===== config.mk =====
export PLATFORM = sky130hd
export DESIGN_NAME = tlbinv_scan_engine
export DESIGN_NICKNAME = d
export VERILOG_FILES = /design/src/rtl/tlbinv_pkg.sv /design/src/rtl/tlbinv_plan.sv /design/src/rtl/tlbinv_match.sv /design/src/rtl/tlbinv_fsm.sv /design/src/rtl/tlbinv_scan_engine.sv
export SDC_FILE = /design/constraint.sdc
export NUM_CORES = 1
export LEC_CHECK = 0
export BUFFER_PORTS_ARGS = -buffer_cell sky130_fd_sc_hd__buf_2
export CAP_MARGIN = 10
export CORE_MARGIN = 2
export CORE_UTILIZATION = 59
export CTS_CLUSTER_SIZE = 30
export DETAILED_ROUTE_END_ITERATION = 7
export GPL_ROUTABILITY_DRIVEN = 0
export PLACE_DENSITY = 0.95
export SLEW_MARGIN = 20
export SYNTH_ARGS = -nofsm -noshare
export SYNTH_HDL_FRONTEND = slang
export SYNTH_HIERARCHICAL = 1
export SYNTH_SLANG_ARGS = --single-unit

===== constraint.sdc =====
create_clock -name clk -period 7.79 [get_ports clk]
set_clock_uncertainty 0.05 [all_clocks]
set_input_delay 1.1685 -clock clk [delete_from_list [all_inputs] [get_ports clk]]
set_output_delay 1.1685 -clock clk [all_outputs]
set_load 0.02 [all_outputs]

===== src/rtl/tlbinv_pkg.sv =====
package tlbinv_pkg;

    typedef enum logic [2:0] {
        CMD_CLEAR     = 3'd0,
        CMD_FLUSH     = 3'd1,
        CMD_INV_ALL   = 3'd2,
        CMD_INV_G     = 3'd3,
        CMD_INV_ASID  = 3'd4,
        CMD_PAGE_PRIV = 3'd5,
        CMD_PAGE_ANY  = 3'd6,
        CMD_NOP       = 3'd7
    } cmd_e;

    typedef enum logic [1:0] {
        ST_IDLE   = 2'd0,
        ST_SCAN   = 2'd1,
        ST_FINISH = 2'd2
    } state_e;

endpackage


===== src/rtl/tlbinv_plan.sv =====
module tlbinv_plan
    import tlbinv_pkg::*;
#(
    parameter int SA_WAYS = 8,
    parameter int SA_SETS = 256,
    parameter int FA_N    = 64,
    parameter int IDX_W   = 12,
    parameter int ENT_W   = 12,
    parameter int CNT_W   = 12
) (
    input  cmd_e             cmd,
    input  logic [IDX_W-1:0] idx,
    output logic [ENT_W-1:0] first,
    output logic [ENT_W-1:0] stride,
    output logic [CNT_W-1:0] count
);
    localparam int SA_N  = SA_WAYS * SA_SETS;
    localparam int TOTAL = SA_N + FA_N;
    localparam int SET_W = (SA_SETS > 1) ? $clog2(SA_SETS) : 1;

    logic [ENT_W-1:0] set_no;

    // Set extraction: a bit slice for power-of-two set counts, a modulo otherwise.
    generate
        if ((SA_SETS & (SA_SETS - 1)) == 0) begin : g_pow2_sets
            assign set_no = ENT_W'(idx[SET_W-1:0]);
        end else begin : g_mod_sets
            assign set_no = ENT_W'(idx % IDX_W'(SA_SETS));
        end
    endgenerate

    always_comb begin
        first  = '0;
        stride = ENT_W'(1);
        count  = '0;
        unique case (cmd)
            CMD_CLEAR, CMD_FLUSH: begin
                if (32'(idx) < SA_N) begin
                    first  = set_no;
                    stride = ENT_W'(SA_SETS);
                    count  = CNT_W'(SA_WAYS);
                end else if (32'(idx) < TOTAL) begin
                    first  = ENT_W'(SA_N);
                    count  = CNT_W'(FA_N);
                end
            end
            CMD_INV_ALL, CMD_INV_G, CMD_INV_ASID, CMD_PAGE_PRIV, CMD_PAGE_ANY: begin
                count = CNT_W'(TOTAL);
            end
            CMD_NOP: begin
                count = '0;
            end
        endcase
    end
endmodule


===== src/rtl/tlbinv_match.sv =====
module tlbinv_match
    import tlbinv_pkg::*;
#(
    parameter int ASID_W   = 10,
    parameter int VPPN_W   = 35,
    parameter int PS_W     = 6,
    parameter int PG_SHIFT = 12
) (
    input  cmd_e              cmd,
    input  logic [ASID_W-1:0] op_asid,
    input  logic [VPPN_W-1:0] op_vpn,
    input  logic              g_sel,
    input  logic              ent_g,
    input  logic [ASID_W-1:0] ent_asid,
    input  logic [VPPN_W-1:0] ent_vppn,
    input  logic [PS_W-1:0]   eff_ps,
    output logic              match
);
    logic [PS_W-1:0]   sh;
    logic [VPPN_W-1:0] diff;
    logic              page_ok;
    logic              asid_eq;

    // Compare at double-page granularity: drop the bits below ps+1.
    always_comb begin
        sh      = (eff_ps > PS_W'(PG_SHIFT)) ? (eff_ps - PS_W'(PG_SHIFT)) : '0;
        diff    = op_vpn ^ ent_vppn;
        page_ok = ((diff >> sh) == '0);
        asid_eq = (ent_asid == op_asid);
    end

    always_comb begin
        match = 1'b0;
        unique case (cmd)
            CMD_CLEAR:     match = !ent_g && asid_eq;
            CMD_FLUSH:     match = 1'b1;
            CMD_INV_ALL:   match = 1'b1;
            CMD_INV_G:     match = (ent_g == g_sel);
            CMD_INV_ASID:  match = !ent_g && asid_eq;
            CMD_PAGE_PRIV: match = !ent_g && asid_eq && page_ok;
            CMD_PAGE_ANY:  match = (ent_g || asid_eq) && page_ok;
            CMD_NOP:       match = 1'b0;
        endcase
    end
endmodule


===== src/rtl/tlbinv_fsm.sv =====
module tlbinv_fsm
    import tlbinv_pkg::*;
#(
    parameter int ENT_W  = 12,
    parameter int CNT_W  = 12,
    parameter int ASID_W = 10,
    parameter int VPPN_W = 35
) (
    input  logic              clk,
    input  logic              rst_n,
    input  logic              start,
    input  logic [ENT_W-1:0]  plan_first,
    input  logic [ENT_W-1:0]  plan_stride,
    input  logic [CNT_W-1:0]  plan_count,
    input  cmd_e              cmd_in,
    input  logic [ASID_W-1:0] asid_in,
    input  logic [VPPN_W-1:0] vpn_in,
    input  logic              gsel_in,
    output logic [ENT_W-1:0]  cursor,
    output cmd_e              cmd_q,
    output logic [ASID_W-1:0] asid_q,
    output logic [VPPN_W-1:0] vpn_q,
    output logic              gsel_q,
    output logic              busy,
    output logic              scanning,
    output logic              done
);
    state_e           state_q, state_d;
    logic [ENT_W-1:0] stride_q;
    logic [CNT_W-1:0] left_q;
    logic             accept;

    assign accept = (state_q == ST_IDLE) && start;

    // State register
    always_ff @(posedge clk) begin
        if (!rst_n) state_q <= ST_IDLE;
        else        state_q <= state_d;
    end

    // Transitions: accept, empty-scope, last-entry, retire
    always_comb begin
        state_d = state_q;
        unique case (state_q)
            ST_IDLE: begin
                if (start) state_d = (plan_count == '0) ? ST_FINISH : ST_SCAN;
            end
            ST_SCAN: begin
                if (left_q == CNT_W'(1)) state_d = ST_FINISH;
            end
            ST_FINISH: state_d = ST_IDLE;
            default:   state_d = ST_IDLE;
        endcase
    end

    // Cursor, remaining count and captured operands
    always_ff @(posedge clk) begin
        if (!rst_n) begin
            cursor   <= '0;
            stride_q <= '0;
            left_q   <= '0;
            cmd_q    <= CMD_NOP;
            asid_q   <= '0;
            vpn_q    <= '0;
            gsel_q   <= 1'b0;
        end else if (accept) begin
            cursor   <= plan_first;
            stride_q <= plan_stride;
            left_q   <= plan_count;
            cmd_q    <= cmd_in;
            asid_q   <= asid_in;
            vpn_q    <= vpn_in;
            gsel_q   <= gsel_in;
        end else if (state_q == ST_SCAN) begin
            cursor <= cursor + stride_q;
            left_q <= left_q - CNT_W'(1);
        end
    end

    // Outputs
    always_comb begin
        busy     = (state_q != ST_IDLE);
        scanning = (state_q == ST_SCAN);
        done     = (state_q == ST_FINISH);
    end

    a_r9_start_raises_busy: assert property (@(posedge clk) disable iff (!rst_n)
        (start && !busy) |=> busy);
    a_r10_done_single: assert property (@(posedge clk) disable iff (!rst_n)
        done |=> !done);
    a_r10_idle_after_done: assert property (@(posedge clk) disable iff (!rst_n)
        done |=> !busy);
    a_r11_operands_held: assert property (@(posedge clk) disable iff (!rst_n)
        (busy && !done) |=> ($stable(cmd_q) && $stable(vpn_q) && $stable(asid_q)));
endmodule


===== src/rtl/tlbinv_scan_engine.sv =====
module tlbinv_scan_engine
    import tlbinv_pkg::*;
#(
    parameter int SA_WAYS  = 8,
    parameter int SA_SETS  = 256,
    parameter int FA_N     = 64,
    parameter int ASID_W   = 10,
    parameter int VA_W     = 48,
    parameter int PG_SHIFT = 12,
    parameter int PS_W     = 6,
    parameter int IDX_W    = 12,
    localparam int SA_N    = SA_WAYS * SA_SETS,
    localparam int TOTAL   = SA_N + FA_N,
    localparam int ENT_W   = $clog2(TOTAL),
    localparam int CNT_W   = $clog2(TOTAL + 1),
    localparam int VPPN_W  = VA_W - PG_SHIFT - 1
) (
    input  logic              clk,
    input  logic              rst_n,
    input  logic              start,
    input  logic [2:0]        cmd,
    input  logic [IDX_W-1:0]  idx,
    input  logic [ASID_W-1:0] op_asid,
    input  logic [VPPN_W-1:0] op_vpn,
    input  logic              g_sel,
    input  logic [PS_W-1:0]   shared_ps,
    output logic [ENT_W-1:0]  ent_idx,
    input  logic              ent_e,
    input  logic              ent_g,
    input  logic [ASID_W-1:0] ent_asid,
    input  logic [VPPN_W-1:0] ent_vppn,
    input  logic [PS_W-1:0]   ent_ps,
    output logic              inv_we,
    output logic [ENT_W-1:0]  inv_idx,
    output logic              busy,
    output logic              done,
    output logic              flush_req
);
    cmd_e              cmd_in;
    logic [ENT_W-1:0]  plan_first, plan_stride, cursor;
    logic [CNT_W-1:0]  plan_count;
    cmd_e              cmd_q;
    logic [ASID_W-1:0] asid_q;
    logic [VPPN_W-1:0] vpn_q;
    logic              gsel_q;
    logic              scanning;
    logic [PS_W-1:0]   eff_ps;
    logic              cond;

    assign cmd_in = cmd_e'(cmd);

    tlbinv_plan #(
        .SA_WAYS(SA_WAYS), .SA_SETS(SA_SETS), .FA_N(FA_N),
        .IDX_W(IDX_W), .ENT_W(ENT_W), .CNT_W(CNT_W)
    ) i_plan (
        .cmd(cmd_in), .idx(idx),
        .first(plan_first), .stride(plan_stride), .count(plan_count)
    );

    tlbinv_fsm #(
        .ENT_W(ENT_W), .CNT_W(CNT_W), .ASID_W(ASID_W), .VPPN_W(VPPN_W)
    ) i_fsm (
        .clk(clk), .rst_n(rst_n), .start(start),
        .plan_first(plan_first), .plan_stride(plan_stride), .plan_count(plan_count),
        .cmd_in(cmd_in), .asid_in(op_asid), .vpn_in(op_vpn), .gsel_in(g_sel),
        .cursor(cursor), .cmd_q(cmd_q), .asid_q(asid_q), .vpn_q(vpn_q),
        .gsel_q(gsel_q), .busy(busy), .scanning(scanning), .done(done)
    );

    // Set-associative entries share one page size; the rest carry their own.
    assign eff_ps = (32'(cursor) >= SA_N) ? ent_ps : shared_ps;

    tlbinv_match #(
        .ASID_W(ASID_W), .VPPN_W(VPPN_W), .PS_W(PS_W), .PG_SHIFT(PG_SHIFT)
    ) i_match (
        .cmd(cmd_q), .op_asid(asid_q), .op_vpn(vpn_q), .g_sel(gsel_q),
        .ent_g(ent_g), .ent_asid(ent_asid), .ent_vppn(ent_vppn),
        .eff_ps(eff_ps), .match(cond)
    );

    assign ent_idx   = cursor;
    assign inv_idx   = cursor;
    assign inv_we    = scanning && ent_e && cond;
    assign flush_req = done;

    a_r8_no_write_to_empty: assert property (@(posedge clk) disable iff (!rst_n)
        inv_we |-> ent_e);
    a_r3_write_in_range: assert property (@(posedge clk) disable iff (!rst_n)
        inv_we |-> (32'(inv_idx) < TOTAL));
    a_r9_write_only_busy: assert property (@(posedge clk) disable iff (!rst_n)
        inv_we |-> (busy && !done));
    a_r3_empty_scope_finishes: assert property (@(posedge clk) disable iff (!rst_n)
        (start && !busy && plan_count == '0) |=> done);
endmodule


==> metrics <==
status complete, no violations; DR vias 6182; number of clock sinks 87; P per Cell Area 188 mW/mm^2; P&R area growth vs syn 12.7%; DRT Wirelength 16.3 mm; Initial Util 60.3%; FF/Latch Area 0.00174 mm^2; DRC Markers 0; Initial DRC Count 514; sequential fraction of the synthesis area 28.2%; Filler cells 836; clock root cell clkbuf_8; synth top area cells dfxtp_1, nand2_1, a21oi_1, xor2_1, buf_4; crit start category input port; share of cells above drive strength 1 22.0%; Port Buffer Count 150; postcts setup bufs 0; Max-Cap Viols 0; Reg clk slew, reported paths 0.08 ns; Row Count 37; Int Power 860 uW; Worst Hold Class register to register; multi-input logic area 0.00395 mm^2; crit-path cells buf_2 > mux2_4 > ha_1 > o31ai_4 > mux2i_1 > inv_1 > nor2_1 > a31oi_1 > a2111oi_0 > o211ai_1 > o22ai_1 > and3_1 > buf_2; post-DP HPWL 11.7 mm; EDFF count, synth 0; power share of the clock group 29.4%; Slew Limit Fails 0; CP most frequent cell buf_2; Yosys reg bits 87; Core Region 0.0102 mm^2; Die Wd 106 um; sequential power share 39.7%; Yosys top cell by area dfxtp_1; io pins 151; Worst EP arrival 4.44 ns; CTS tree yes; vias per cell 5.86; CP peak stage delay 0.76 ns; Gate Count Post-Synth 808; Crit path max-delay family compound AO/OA/AOI/OAI gates; worst skew pair latency 0.36 ns; largest net degree at the start of global routing 81; setup repair after global routing missed its margin false; CP required 6.57 ns; CP Class input port to output pin; # setup viols final 0; htree depth 3; combinational share of power 31.0%; total track usage 28.4%; final worst-path cycle share 72.6%; ys async rst share 0%; CP Max Fanout 19; CP endpoint kind output pin; initial antenna violation count 1; first-pass GRT wire length 26.4 mm; share of the synthesized area in the top cell type 28.2%; Synth cell types 77; Top FF cell, synth dfxtp_1; Slowest-stage cell, CP o31ai_4; Synthesis Warnings 6; router iterations before antenna repair 6; Slew headroom 40.4%; Worst Tran Pin Value 0.887 ns; number of global-route vias before repair 5681; fin nets 1052; WL/cell 15.5 um; Fin Hold WS 0.417 ns; Post-CTS Hold Buffers 0; die span in y 106 um; synthesized cell area 0.00617 mm^2; clock buffer depth 2; CP Buf/Inv Count 3; sum of negative setup slack 0 ns; die area 0.0113 mm^2; Worst VDD drop 0.000118 V; leakage 0.00304 uW; final hold violations 0; fmax 177 MHz; Tmin final 5.66 ns; # resized after CTS 0; reg-to-reg slack, setup 5.36 ns; syn avg cell area 7.63 um^2; CTS Buf Count 9; Routed Antenna Nets 0; Psw 449 uW; total gr overflow 0; sw frac 34.3%
flip-flops by register name, summed over array words and instances (netlist names):
register	count
i_fsm/asid_q	10
i_fsm/cmd_q	3
i_fsm/cursor	12
i_fsm/gsel_q	1
i_fsm/left_q	12
i_fsm/state_q	2
i_fsm/stride_q	12
i_fsm/vpn_q	35
cell usage after synthesis, drive strengths merged (7+ instances only):
| cell type | n |
|---|---|
| a21o | 8 |
| and2 | 10 |
| nand3 | 17 |
| o21ai | 24 |
| nor3 | 27 |
| xor2 | 46 |
| inv | 14 |
| dfxtp | 87 |
| a31oi | 9 |
| nor4 | 10 |
| clkbuf | 26 |
| mux2i | 15 |
| a211oi | 9 |
| nand2 | 150 |
| o22ai | 8 |
| a21oi | 97 |
| o211ai | 11 |
| and3 | 7 |
| buf | 55 |
| ha | 14 |
| nor2 | 59 |
| a22oi | 9 |
| nand2b | 10 |
cell families after synthesis:
kind of cell	share of synthesized area, %
AO/OA/AOI/OAI	23.0
XOR/XNOR	7.24
adder cells (fa/ha/maj)	3.16
buffers and inverters	9.13
flip-flops	28.2
multiplexers	5.05
other	0.0608
AND/OR/NAND/NOR	24.1
per-stage QoR:
stage / power, uW / std cells / setup WS, ns / area, um^2 / utilization (%)
final: 1310 / 1055 / 2.13 / 6950 / 67.9
after CTS: 1310 / 1054 / 2.23 / 6950 / 67.9
after floorplan: 834 / 829 / 2.97 / 6250 / -
after global routing: 1380 / 1055 / 1.89 / 6950 / 67.9
after global placement: 911 / 1039 / 2.40 / 6700 / 65.5
after detailed placement: 925 / 1039 / 2.24 / 6700 / 65.5
final cells by class:
| cell class | instances | area share [%] |
|---|---|---|
| antenna | 1 | 0.0360 |
| clock buffer | 10 | 1.98 |
| clock inverter | 5 | 1.53 |
| inverter | 14 | 0.756 |
| multi-input combinational | 647 | 56.8 |
| sequential | 87 | 25.1 |
| tap | 136 | 2.45 |
| timing repair buffer | 155 | 11.3 |
final timing paths:
| kind | startpoint | endpoint | cells after the start |
|---|---|---|---|
| hold reg to reg | i_fsm/stride_q[10]$_SDFFE_PN0P_ | i_fsm/stride_q[10]$_SDFFE_PN0P_ | 2 |
| setup reg to reg | i_fsm/state_q[0]$_SDFFE_PN0P_ | i_fsm/left_q[7]$_SDFFE_PN0P_ | 6 |
| hold / removal | i_fsm/stride_q[10]$_SDFFE_PN0P_ | i_fsm/stride_q[10]$_SDFFE_PN0P_ | 2 |
| setup / recovery | shared_ps[2] | inv_we | 13 |
tightest hold or removal path: cells and delay by family, from the launching register on:
kind / cells / cell delay (ns)
compound gates: 1 / 0.05
simple gates: 1 / 0.05
flops: 1 / 0.32
power groups by stage:
stage | clock network, uW | registers (uW) | logic [uW]
after floorplan | 0 | 525 | 308
after global placement | 0 | 527 | 385
after detailed placement | 0 | 529 | 396
after CTS | 393 | 519 | 399
after global routing | 409 | 525 | 445
final | 385 | 520 | 405
cell usage in the layout (no fill, tap or decap), drive strengths merged, types with 17 or more instances in the layout:
| master | count |
|---|---|
| dfxtp | 87 |
| nand3 | 17 |
| xor2 | 46 |
| a21oi | 97 |
| nand2 | 150 |
| nor2 | 59 |
| o21ai | 24 |
| buf | 155 |
| conb | 22 |
| nor3 | 27 |
per-layer routing:
layer / track usage (%) / vias up / share of wire, %
met4: 11.5 / 0 / 3.0
met5: 0 / - / 0
li1: - / 3015 / -
met1: 35.0 / 2809 / 40
met3: 4.23 / 49 / 7.1
met2: 49.6 / 309 / 50
No activity file was read; power rests on OpenSTA's default activity.
